===== config.mk =====
export PLATFORM = sky130hd
export DESIGN_NAME = pc_npc_seq
export DESIGN_NICKNAME = d
export VERILOG_FILES = /design/src/rtl/pcseq_pkg.sv /design/src/rtl/pcseq_redirect.sv /design/src/rtl/pcseq_next.sv /design/src/rtl/pcseq_regs.sv /design/src/rtl/pc_npc_seq.sv
export SDC_FILE = /design/constraint.sdc
export NUM_CORES = 1
export LEC_CHECK = 0
export ABC_AREA = 1
export BUFFER_PORTS_ARGS = -buffer_cell sky130_fd_sc_hd__clkbuf_2
export CAP_MARGIN = 20
export CORE_MARGIN = 2
export CORE_UTILIZATION = 55
export CTS_CLUSTER_SIZE = 28
export DETAILED_ROUTE_END_ITERATION = 10
export PLACE_DENSITY_LB_ADDON = 0.1
export SYNTH_ARGS = -nofsm -noshare
export SYNTH_HDL_FRONTEND = slang
export SYNTH_SLANG_ARGS = --single-unit

===== constraint.sdc =====
create_clock -name clk_i -period 4.2 [get_ports clk_i]
set_input_delay 0.84 -clock clk_i [delete_from_list [all_inputs] [get_ports clk_i]]
set_output_delay 0.84 -clock clk_i [all_outputs]
set_load 0.005 [all_outputs]

===== src/rtl/pcseq_pkg.sv =====
package pcseq_pkg;
  typedef enum logic [1:0] {
    XFER_SEQ = 2'd0,
    XFER_BR  = 2'd1,
    XFER_JMP = 2'd2,
    XFER_RSV = 2'd3
  } xfer_cls_e;
endpackage


===== src/rtl/pcseq_redirect.sv =====
module pcseq_redirect
  import pcseq_pkg::*;
#(
  parameter int ADDR_W     = 32,
  parameter int ALIGN_BITS = 2
) (
  input  xfer_cls_e           cls_i,
  input  logic                taken_i,
  input  logic [ADDR_W-1:0]   target_i,
  output logic                redirect_o,
  output logic                misalign_o
);
  always_comb begin
    unique case (cls_i)
      XFER_BR:  redirect_o = taken_i;
      XFER_JMP: redirect_o = 1'b1;
      default:  redirect_o = 1'b0;
    endcase
  end

  // only a redirect consumes the target; sequential retires ignore its low bits
  assign misalign_o = redirect_o && (target_i[ALIGN_BITS-1:0] != '0);
endmodule


===== src/rtl/pcseq_next.sv =====
module pcseq_next #(
  parameter int ADDR_W = 32,
  parameter int STEP   = 4
) (
  input  logic [ADDR_W-1:0] pc_i,
  input  logic [ADDR_W-1:0] npc_i,
  input  logic              redirect_i,
  input  logic [ADDR_W-1:0] target_i,
  output logic [ADDR_W-1:0] pc_nxt_o,
  output logic [ADDR_W-1:0] npc_nxt_o
);
  localparam logic [ADDR_W-1:0] STEP_V = ADDR_W'(STEP);

  logic [ADDR_W-1:0] seq_addr;
  logic              unused_pc;

  assign seq_addr  = npc_i + STEP_V;
  // PC always follows NPC; a transfer only ever rewrites NPC
  assign pc_nxt_o  = npc_i;
  assign npc_nxt_o = redirect_i ? target_i : seq_addr;
  assign unused_pc = ^pc_i;
endmodule


===== src/rtl/pcseq_regs.sv =====
module pcseq_regs #(
  parameter int                ADDR_W    = 32,
  parameter logic [ADDR_W-1:0] RESET_VEC = '0,
  parameter int                STEP      = 4
) (
  input  logic              clk_i,
  input  logic              rst_ni,
  input  logic              en_i,
  input  logic [ADDR_W-1:0] pc_d_i,
  input  logic [ADDR_W-1:0] npc_d_i,
  output logic [ADDR_W-1:0] pc_q_o,
  output logic [ADDR_W-1:0] npc_q_o
);
  localparam logic [ADDR_W-1:0] RESET_NPC = RESET_VEC + ADDR_W'(STEP);

  always_ff @(posedge clk_i or negedge rst_ni) begin
    if (!rst_ni) begin
      pc_q_o  <= RESET_VEC;
      npc_q_o <= RESET_NPC;
    end else if (en_i) begin
      pc_q_o  <= pc_d_i;
      npc_q_o <= npc_d_i;
    end
  end
endmodule


===== src/rtl/pc_npc_seq.sv =====
module pc_npc_seq
  import pcseq_pkg::*;
#(
  parameter int                ADDR_W     = 32,
  parameter int                INSN_BYTES = 4,
  parameter logic [ADDR_W-1:0] RESET_VEC  = '0
) (
  input  logic              clk_i,
  input  logic              rst_ni,
  input  logic              retire_i,
  input  logic [1:0]        cls_i,
  input  logic              taken_i,
  input  logic [ADDR_W-1:0] target_i,
  output logic [ADDR_W-1:0] fetch_pc_o,
  output logic [ADDR_W-1:0] npc_o,
  output logic [ADDR_W-1:0] link_o,
  output logic              misalign_o
);
  localparam int ALIGN_BITS = $clog2(INSN_BYTES);

  xfer_cls_e         cls;
  logic              redirect, bad_tgt, upd_en;
  logic [ADDR_W-1:0] pc_q, npc_q, pc_nxt, npc_nxt;

  assign cls = xfer_cls_e'(cls_i);

  pcseq_redirect #(.ADDR_W(ADDR_W), .ALIGN_BITS(ALIGN_BITS)) i_redirect (
    .cls_i      (cls),
    .taken_i    (taken_i),
    .target_i   (target_i),
    .redirect_o (redirect),
    .misalign_o (bad_tgt)
  );

  pcseq_next #(.ADDR_W(ADDR_W), .STEP(INSN_BYTES)) i_next (
    .pc_i       (pc_q),
    .npc_i      (npc_q),
    .redirect_i (redirect),
    .target_i   (target_i),
    .pc_nxt_o   (pc_nxt),
    .npc_nxt_o  (npc_nxt)
  );

  assign upd_en = retire_i && !bad_tgt;

  pcseq_regs #(.ADDR_W(ADDR_W), .RESET_VEC(RESET_VEC), .STEP(INSN_BYTES)) i_regs (
    .clk_i   (clk_i),
    .rst_ni  (rst_ni),
    .en_i    (upd_en),
    .pc_d_i  (pc_nxt),
    .npc_d_i (npc_nxt),
    .pc_q_o  (pc_q),
    .npc_q_o (npc_q)
  );

  assign fetch_pc_o = pc_q;
  assign npc_o      = npc_q;
  assign link_o     = pc_q;
  assign misalign_o = retire_i && bad_tgt;
endmodule


==> impl_metrics.tcl, run 1 <==
set metrics [dict create \
    outcome "finished, final reports clean" \
    clk_latency_ps 350 \
    setup_viol 0 \
    fin_util_pct 66.3 \
    setup.worst_path.end_class "primary output" \
    synth.largest_area_cell "dfrtp_1" \
    clock.fmax_mhz 388 \
    tightest_slew_ps 822 \
    syn_area_um2 3880 \
    postRouteAntennaNets 0 \
    cts_resized 0 \
    cts_setup_buffers 0 \
    nFillCells 619 \
    ff_latch_area_um2 1600 \
    yosys_warnings 0 \
    cts_hold_buffers 0 \
    htree_levels 3 \
    worstSetupStartpoint "cls_i[0]" \
    die_h_um 88.0 \
    period_share_pct 61.4 \
    synth_top_area_share_pct 40.7 \
    pwr-share-seq_pct 43.2 \
    stdcell_count 735 \
    syn_area_per_cell_um2 7.23 \
    fp-row-count 30 \
    ff2ff_setup_slack_ps 2430 \
    yosys-top-cells-area "dfrtp_1, nand2_1, buf_4" \
    wl_mm 10.0 \
    grt_usage_pct 26.9 \
    nets 677 \
    dp_hpwl_mm 7.38 \
    coreArea_um2 6790 \
    grt_pass1_wl_mm 15.9 \
    drt-met1-wl_mm 4.92 \
    timing_worst_setup_path_type "primary input to primary output" \
    start_kind "primary input" \
    power.share.combinational_pct 34.7 \
    portBuffers 134 \
    grt_pass1_vias 3168 \
    area_growth_pct 16.3 \
    dp_cells 721 \
    p_int_w 0.00137 \
    ir_drop_uv 308 \
    slew_violations 0 \
    dp_slack_ps 1610 \
    finalWorstSetupSlack_ps 1620 \
    syn_inst 536 \
    routed_via_density 5.01 \
    cp_max_fo 3 \
    worstPathRequired_ps 3360 \
    multi_input_area_um2 1750 \
    hold_violations 0 \
    io_pins 135 \
    fin_skew_ps 13.5 \
    clock-sinks 64 \
    path_cells "clkbuf_2 -> inv_1 -> ha_1 -> inv_1 -> o211ai_2 -> nor2_1 -> clkbuf_2" \
    timing.final.crit_period_ps 2580 \
    highest_layer "met4" \
    slowest_stage "ha_1" \
    reg2reg_to "i_regs.npc_q_o[24]" \
    slew_headroom_pct 45.2 \
    gp_congestion 0.883 \
    ys_ff_latch 64 \
    crit_arrival_ps 1740 \
    leakagePower_nw 2.54 \
    seq_area_frac_synth_pct 41.3 \
    clockRootBuffer "clkbuf_8" \
    synth_cell_types 32 \
    grt_setup_unrepaired "false" \
    max_stage_delay_ps 280 \
    initial_core_util_pct 57.1 \
    drive_above_1_share_pct 28.6 \
    numCtsBuffers 9 \
    r2r_cells 10 \
    chipWidth_um 88.0 \
    fin_setup_tns_ps 0 \
    syn_nets 577 \
    overflow 0 \
    die_area_um2 7740 \
    drtIter0Drc 256 \
    wl_per_cell_um 13.7 \
    post-route-drc-count 0 \
    vias 3682 \
    grt_max_degree 75 \
    p_per_area_nw_per_um2 502 \
    synth_ff_type "dfrtp_1" \
    wl_met2_mm 4.33 \
    cp-endpoint "misalign_o" \
    worstReg2RegStart "i_regs.npc_q_o[2]" \
    min_path_type "flip-flop to flip-flop" \
    tritoncts "yes" \
    switching_share_pct 39.4 \
    clk_pin_slew_ps 70 \
    wl_met3_um 626 \
    first_pass_iters 5 \
    max_cap_violations 0 \
    power.switching_w 0.000893 \
    synth-edff-count 0 \
    antenna_found_initial 0 \
    clockBufferDepth 2 \
    clkPwrFrac_pct 22.1 \
    antenna-diode-count 0 \
    async_flop_share_pct 100 \
]
==> flip-flops by register name, indices dropped and copies added (netlist names) <==
| name | flops |
|---|---|
| i_regs.npc_q_o | 32 |
| i_regs.pc_q_o | 32 |
==> layer usage <==
layer,GRT usage (%),vias to the layer above
li1,-,1849
met1,41.3,1664
met2,38.4,152
met3,5.18,17
met4,7.97,0
met5,0,-
==> stage by stage <==
| stage | hold slack, ps | instance area [um^2] | power (W) |
|---|---|---|---|
| floorplan | 481 | 3880 | 0.00148 |
| global placement | 483 | 4330 | 0.00175 |
| detailed placement | 482 | 4330 | 0.00177 |
| CTS | 499 | 4510 | 0.00227 |
| global route | 533 | 4510 | 0.00243 |
| finish | 501 | 4510 | 0.00226 |
==> worst max-delay path, delay by kind of cell <==
family                   cells  cell delay (ps)
AO/OA/AOI/OAI                1              140
adder cells (fa/ha/maj)      1              280
buffers and inverters        4              370
AND/OR/NAND/NOR              1              110
==> power by group through the flow <==
stage                     clock network, W  registers [W]  logic (W)
after floorplan                          0       0.000963   0.000515
after global placement                   0       0.000979   0.000771
after detailed placement                 0       0.000985   0.000787
after CTS                         0.000506       0.000976   0.000790
after global routing              0.000535        0.00100   0.000895
final                             0.000500       0.000978   0.000786
==> cell usage after synthesis (2+ instances only) <==
cell	number
buf_4	35
xor2_1	3
nor2_4	8
o21ai_0	29
o21ai_1	7
inv_2	5
nor3_1	2
o211ai_1	7
clkbuf_8	2
inv_1	40
ha_1	3
dfrtp_1	63
nor2_2	4
nand2_4	5
o22ai_1	3
nand3_1	39
nand2_1	211
nand2_2	5
nor2_1	46
buf_2	7
==> cell type report <==
type | count | share of cell area [%]
clock buffer | 10 | 2.83
clock inverter | 4 | 1.05
inverter | 45 | 3.75
multi-input combinational | 380 | 38.9
sequential | 64 | 35.6
tap | 96 | 2.67
timing repair buffer | 136 | 15.2
==> kinds of logic (layout without fill, tap and decap cells) <==
logic type	count (synthesis)	in the layout	synth area share, %
buffers and inverters	92	195	13.5
AOI/OAI and AO/OA	48	48	6.94
adders and majority gates	3	3	0.968
xor gates and xnor gates	3	3	0.678
and+or+nand+nor	326	326	36.6
DFF	64	64	41.3
==> placed cells by master, fill, tap and decap left out, types with 2 or more instances in the layout <==
cell,n
nor3_1,2
nand3_1,39
inv_2,5
nand2_2,6
dfrtp_1,63
nor2_1,46
nor2_2,4
clkinv_2,2
o21ai_1,7
o22ai_1,3
o211ai_1,7
nand2_1,210
nor2_4,8
clkbuf_2,134
buf_4,2
clkbuf_8,9
o21ai_0,29
nand2_4,5
inv_1,40
ha_1,3
xor2_1,3
==> how the worst min path moves through the flow <==
stage | from | endpoint | slack [ps] | cells past startpoint
after floorplan | i_regs.npc_q_o[0] | i_regs.npc_q_o[0] | 480 | 2
after global placement | i_regs.pc_q_o[1] | i_regs.pc_q_o[1] | 480 | 2
after detailed placement | i_regs.npc_q_o[1] | i_regs.npc_q_o[1] | 480 | 2
after CTS | i_regs.npc_q_o[1] | i_regs.pc_q_o[1] | 500 | 2
after global routing | i_regs.npc_q_o[0] | i_regs.pc_q_o[0] | 530 | 2
final | i_regs.npc_q_o[0] | i_regs.npc_q_o[0] | 500 | 2
No activity file was read; power rests on OpenSTA's default activity.
==> run 2: changes to the inputs <==
ABC_AREA = 0   (was 1)
CORE_UTILIZATION = 44   (was 55)
clock period = 2.15 ns   (was 4.2 ns; I/O delays follow)
==> run 2 against run 1 <==
  * Global-route usage down 3.3 points
  * Via count down 8.4%
  * Sequential share of layout area down 0.27 points
  * Clock power up 150%
  * Critical endpoint is now i_regs.npc_q_o[29]
==> impl_metrics.tcl, run 2 <==
set metrics [dict create \
    p_per_area_nw_per_um2 1070 \
    worstSetupStartpoint "i_regs.npc_q_o[2]" \
    clk_pin_slew_ps 80 \
    timing.final.crit_period_ps 2040 \
    hold_violations 0 \
    seq_area_frac_synth_pct 46.0 \
    die_area_um2 8640 \
    htree_levels 3 \
    min_path_type "primary input to asynchronous set/reset pin" \
    outcome "finished, final reports clean" \
    fin_skew_ps 8.87 \
    worstReg2RegStart "i_regs.npc_q_o[2]" \
    cts_hold_buffers 0 \
    clockBufferDepth 2 \
    r2r_cells 5 \
    slew_headroom_pct 69.4 \
    cp_max_fo 7 \
    synth_ff_type "dfrtp_1" \
    dp_hpwl_mm 7.07 \
    fp-row-count 32 \
    period_share_pct 94.7 \
    antenna-diode-count 0 \
    clockRootBuffer "clkbuf_8" \
    nets 579 \
    nFillCells 747 \
    synth.most_common_cell "nand2_1" \
    grt_setup_unrepaired "false" \
    post-route-drc-count 0 \
    final_common_cell "clkbuf_2" \
    synth.largest_area_cell "dfrtp_1" \
    ff2ff_setup_slack_ps 110 \
    drive_above_1_share_pct 37.9 \
    synth_cell_types 51 \
    ys_ff_latch 64 \
    syn_nets 450 \
    max_cap_violations 0 \
    antenna_found_initial 0 \
    path_cells "and4_4 -> nand4_4 -> or4_4 -> or3_1 -> nand3_1" \
    ir_drop_uv 600 \
    initial_core_util_pct 45.3 \
    io_pins 135 \
    numCtsBuffers 9 \
    timing_worst_setup_path_type "flip-flop to flip-flop" \
    fin_setup_tns_ps 0 \
    vias 3372 \
    final_cell_mix "clkbuf_2, nand2_1, dfrtp_1" \
    setup.worst_path.end_class "flip-flop" \
    die_h_um 92.9 \
    portBuffers 134 \
    drtIter0Drc 186 \
    wl_per_cell_um 15.2 \
    postRouteAntennaNets 0 \
    grt_pass1_wl_mm 16.0 \
    worstPathRequired_ps 2440 \
    syn_area_um2 3480 \
    syn_inst 409 \
    whs_ps 74.3 \
    reg2reg_to "i_regs.npc_q_o[29]" \
    clk_latency_ps 350 \
    grt_max_degree 65 \
    clock-sinks 64 \
    cp-endpoint "i_regs.npc_q_o[29]" \
    yosys-top-cells-area "dfrtp_1, nand2_1, buf_4" \
    yosys-top-cells-count "nand2_1, dfrtp_1, buf_4" \
    wl_mm 9.82 \
    tightest_slew_ps 458 \
    grt_pass1_vias 3171 \
    clock.fmax_mhz 491 \
    gp_congestion 0.852 \
    reg.largest.list "i_regs.npc_q_o (32), i_regs.pc_q_o (32)" \
    grt_usage_pct 23.6 \
    max_stage_delay_ps 590 \
    overflow 0 \
    synth-edff-count 0 \
    slew_violations 0 \
    crit_arrival_ps 2330 \
    area_growth_pct 30.5 \
    syn_area_per_cell_um2 8.51 \
    slowest_stage "or4_4" \
    routed_via_density 5.23 \
    tritoncts "yes" \
    first_pass_iters 4 \
    leakagePower_nw 2.31 \
    chipWidth_um 92.9 \
    async_flop_share_pct 100 \
    synth_top_area_share_pct 45.3 \
    start_kind "flip-flop" \
    setup_viol 0 \
    yosys_warnings 0 \
    coreArea_um2 7690 \
]
[run 2: worst min-delay path by stage]
stage / from / end / slack (ps) / cells past startpoint
finish: rst_ni / i_regs.pc_q_o[3] / 70 / 2
CTS: rst_ni / i_regs.pc_q_o[3] / 90 / 2
detailed placement: rst_ni / i_regs.pc_q_o[3] / 470 / 2
floorplan: rst_ni / i_regs.npc_q_o[0] / 130 / 0
global placement: rst_ni / i_regs.pc_q_o[5] / 470 / 2
global route: rst_ni / i_regs.pc_q_o[4] / 110 / 2
[run 2: where the power goes]
| part | internal, W | total (W) | switching [W] |
|---|---|---|---|
| clock | 0.000726 | 0.00123 | 0.000506 |
| sequential | 0.00154 | 0.00188 | 0.000336 |
| combinational | 0.000857 | 0.00176 | 0.000899 |
[run 2: timing repair]
item                       in CTS  in global routing
resized for setup               0                  4
setup endpoints to repair       0                  6
setup buffers                   0                  1
[run 2: cell type report]
cell class                 instances  area (um^2)  share of cell area (%)
clock inverter                     5         86.3                    1.90
inverter                           7         26.3                   0.579
tap                              102          128                    2.81
sequential                        64         1600                    35.3
multi-input combinational        286         1540                    34.0
timing repair buffer             170         1000                    22.1
clock buffer                      11          151                    3.33
[run 2: routing by layer]
layer | part of all wire [%] | track usage [%] | up-vias
li1 | - | - | 1664
met1 | 47 | 34.1 | 1568
met2 | 46 | 35.6 | 124
met3 | 6.1 | 4.48 | 16
met4 | 1.7 | 8.21 | 0
met5 | 0 | 0 | -
[run 2: kinds of logic after synthesis]
logic type               after synthesis  share of synthesized area (%)
AO/OA/AOI/OAI                         91                           17.1
AND/OR/NAND/NOR                      191                           25.3
buffers and inverters                 59                           10.2
XOR/XNOR                               1                          0.252
adder cells (fa/ha/maj)                3                           1.08
flip-flops                            64                           46.0
[run 2: per-stage QoR]
stage	cell area (um^2)	util, %	setup slack, ps	power [W]	cells
after floorplan	3480	-	25.3	0.00288	409
after global placement	4280	55.7	93.7	0.00362	628
after detailed placement	4280	55.7	3.64	0.00366	628
after CTS	4520	58.8	84.2	0.00488	644
after global routing	4540	59.1	2.34	0.00521	645
final	4540	59.1	115	0.00487	645
[run 2: worst max-delay path: cells and delay by family (launching register included)]
family,cells,cell delay [ps]
DFF,1,530
and+or+nand+nor,5,1430
==> run 3: changes to the inputs <==
ABC_AREA = 1   (was 0)
CORE_UTILIZATION = 46   (was 44)
==> run 3 against run 2 <==
  * Die area grew 6.2%
  * Hold slack lost 6.9 ps
  * Routed wire length grew 1.4%
  * Core utilization shrank 3.2 points
  * Cell area grew 0.52%
  * Combinational power shrank 13%
  * Count of clock-buffer cells in the layout shrank 1
  * Critical path depth grew 2
  * Setup slack gained 240 ps
  * Cell count grew 16%
  * Clock power shrank 18%
  * Sequential power is essentially flat
  * Critical endpoint is now misalign_o
  * Largest cell class is now multi-input combinational cells
  * Highest routed layer unchanged
==> impl_metrics.tcl, run 3 (synthesis results as in run 1) <==
set metrics [dict create \
    outcome "finished, final reports clean" \
    antenna-diode-count 0 \
    ff_latch_area_um2 1600 \
    drt-met1-wl_mm 4.93 \
    highest_layer "met4" \
    die_h_um 95.8 \
    clock.fmax_mhz 559 \
    wl_mm 9.96 \
    overflow 0 \
    portBuffers 134 \
    routed_via_density 4.79 \
    area_growth_pct 17.8 \
    io_pins 135 \
    nFillCells 850 \
    tightest_slew_ps 698 \
    clock-sinks 64 \
    reg.largest.list "i_regs.npc_q_o (32), i_regs.pc_q_o (32)" \
    clk_pin_slew_ps 70 \
    tritoncts "yes" \
    p_per_area_nw_per_um2 973 \
    worstReg2RegStart "i_regs.npc_q_o[2]" \
    fin_setup_tns_ps 0 \
    worstPathRequired_ps 1720 \
    min_path_type "primary input to asynchronous set/reset pin" \
    coreArea_um2 8180 \
    reg2reg_to "i_regs.npc_q_o[18]" \
    clockBufferDepth 2 \
    timing_worst_setup_path_type "primary input to primary output" \
    vias 3589 \
    first_pass_iters 6 \
    cts_setup_buffers 0 \
    clk_latency_ps 340 \
    crit_arrival_ps 1360 \
    drive_above_1_share_pct 29.2 \
    dp_hpwl_mm 7.46 \
    die_area_um2 9180 \
    cts_resized 0 \
    grt_usage_pct 22.4 \
    cp_max_fo 3 \
    clockRootBuffer "clkbuf_8" \
    numCtsBuffers 9 \
    grt_setup_unrepaired "false" \
    ff2ff_setup_slack_ps 360 \
    stdcell_count 749 \
    max_cap_violations 0 \
    slew_headroom_pct 53.4 \
    period_share_pct 83.3 \
    leakagePower_nw 2.56 \
    fin_skew_ps 9.24 \
    initial_core_util_pct 47.4 \
    wl_met3_um 623 \
    ir_drop_uv 452 \
    r2r_cells 10 \
    setup.worst_path.end_class "primary output" \
    start_kind "primary input" \
    fp-row-count 33 \
    drtIter0Drc 215 \
    postRouteAntennaNets 0 \
    placed_area_um2 4380 \
    grt_max_degree 65 \
    nets 680 \
    final_common_cell "nand2_1" \
    dp_cells 733 \
    wl_per_cell_um 13.3 \
    hold_violations 0 \
    grt_pass1_wl_mm 15.6 \
    wl_met2_mm 4.24 \
    setup_viol 0 \
    antenna_found_initial 0 \
    gp_congestion 0.869 \
    post-route-drc-count 0 \
    grt_pass1_vias 3118 \
    timing.final.crit_period_ps 1790 \
    fin_area_um2 4570 \
    chipWidth_um 95.8 \
    final_cell_mix "nand2_1, clkbuf_2, dfrtp_1" \
    slew_violations 0 \
    cts_hold_buffers 0 \
    multi_input_area_um2 1750 \
    htree_levels 3 \
]
## run 3: cell types whose count changed in the layout (fill, tap and decap cells not counted), moves of 10 or more
| cell | change |
|---|---|
| inv_1 | +33 |
| nand3_1 | +30 |
| buf_4 | -27 |
| a21oi_1 | -23 |
| o21ai_0 | +14 |
| nand2_1 | +95 |
| nor2_1 | +27 |
| a2bb2oi_1 | -10 |
| nor3_1 | -11 |
| o22ai_1 | -11 |
## run 3: report_power, final
part,total [W],switching (W),internal [W]
sequential,0.00191,0.000383,0.00153
clock,0.00101,0.000477,0.000529
combinational,0.00153,0.000883,0.000642
total,0.00444,0.00174,0.00270
## run 3: how the worst max path moves through the flow
| stage | startpoint | cells after the start | to | slack [ps] |
|---|---|---|---|---|
| floorplan | cls_i[0] | 8 | i_regs.pc_q_o[18] | 550 |
| global placement | cls_i[0] | 9 | i_regs.npc_q_o[2] | 150 |
| detailed placement | cls_i[0] | 10 | i_regs.npc_q_o[18] | 60 |
| CTS | cls_i[0] | 7 | misalign_o | 350 |
| global route | i_regs.npc_q_o[2] | 10 | i_regs.npc_q_o[14] | 200 |
| finish | cls_i[0] | 7 | misalign_o | 360 |
## run 3: worst max-delay path: stages
cell      delay [ps]
clkbuf_2          90
inv_1             40
ha_1             280
inv_1            120
o211ai_2         140
nor2_1           130
clkbuf_2         130
## run 3: per-layer routing
layer | global-route usage [%] | up-vias
met5 | 0 | -
met4 | 6.90 | 0
met3 | 4.62 | 13
met2 | 32.9 | 126
met1 | 33.1 | 1596
li1 | - | 1854
## run 3: area by class of cell
class                   count  area share, %
well taps                 105           2.88
repair buffers            139           15.8
inverters                  45           3.70
multi-input cells         380           38.4
flip-flops and latches     64           35.1
clock buffers              10           2.80
clock inverters             6           1.32
## run 3: per-stage QoR
stage | hold slack, ps | setup WS (ps) | util (%) | total power (W)
after floorplan | 134 | 546 | - | 0.00289
after global placement | 472 | 149 | 53.6 | 0.00343
after detailed placement | 472 | 59.8 | 53.6 | 0.00346
after CTS | 96.6 | 349 | 55.8 | 0.00448
after global routing | 91.4 | 203 | 55.8 | 0.00480
final | 67.4 | 360 | 55.8 | 0.00444
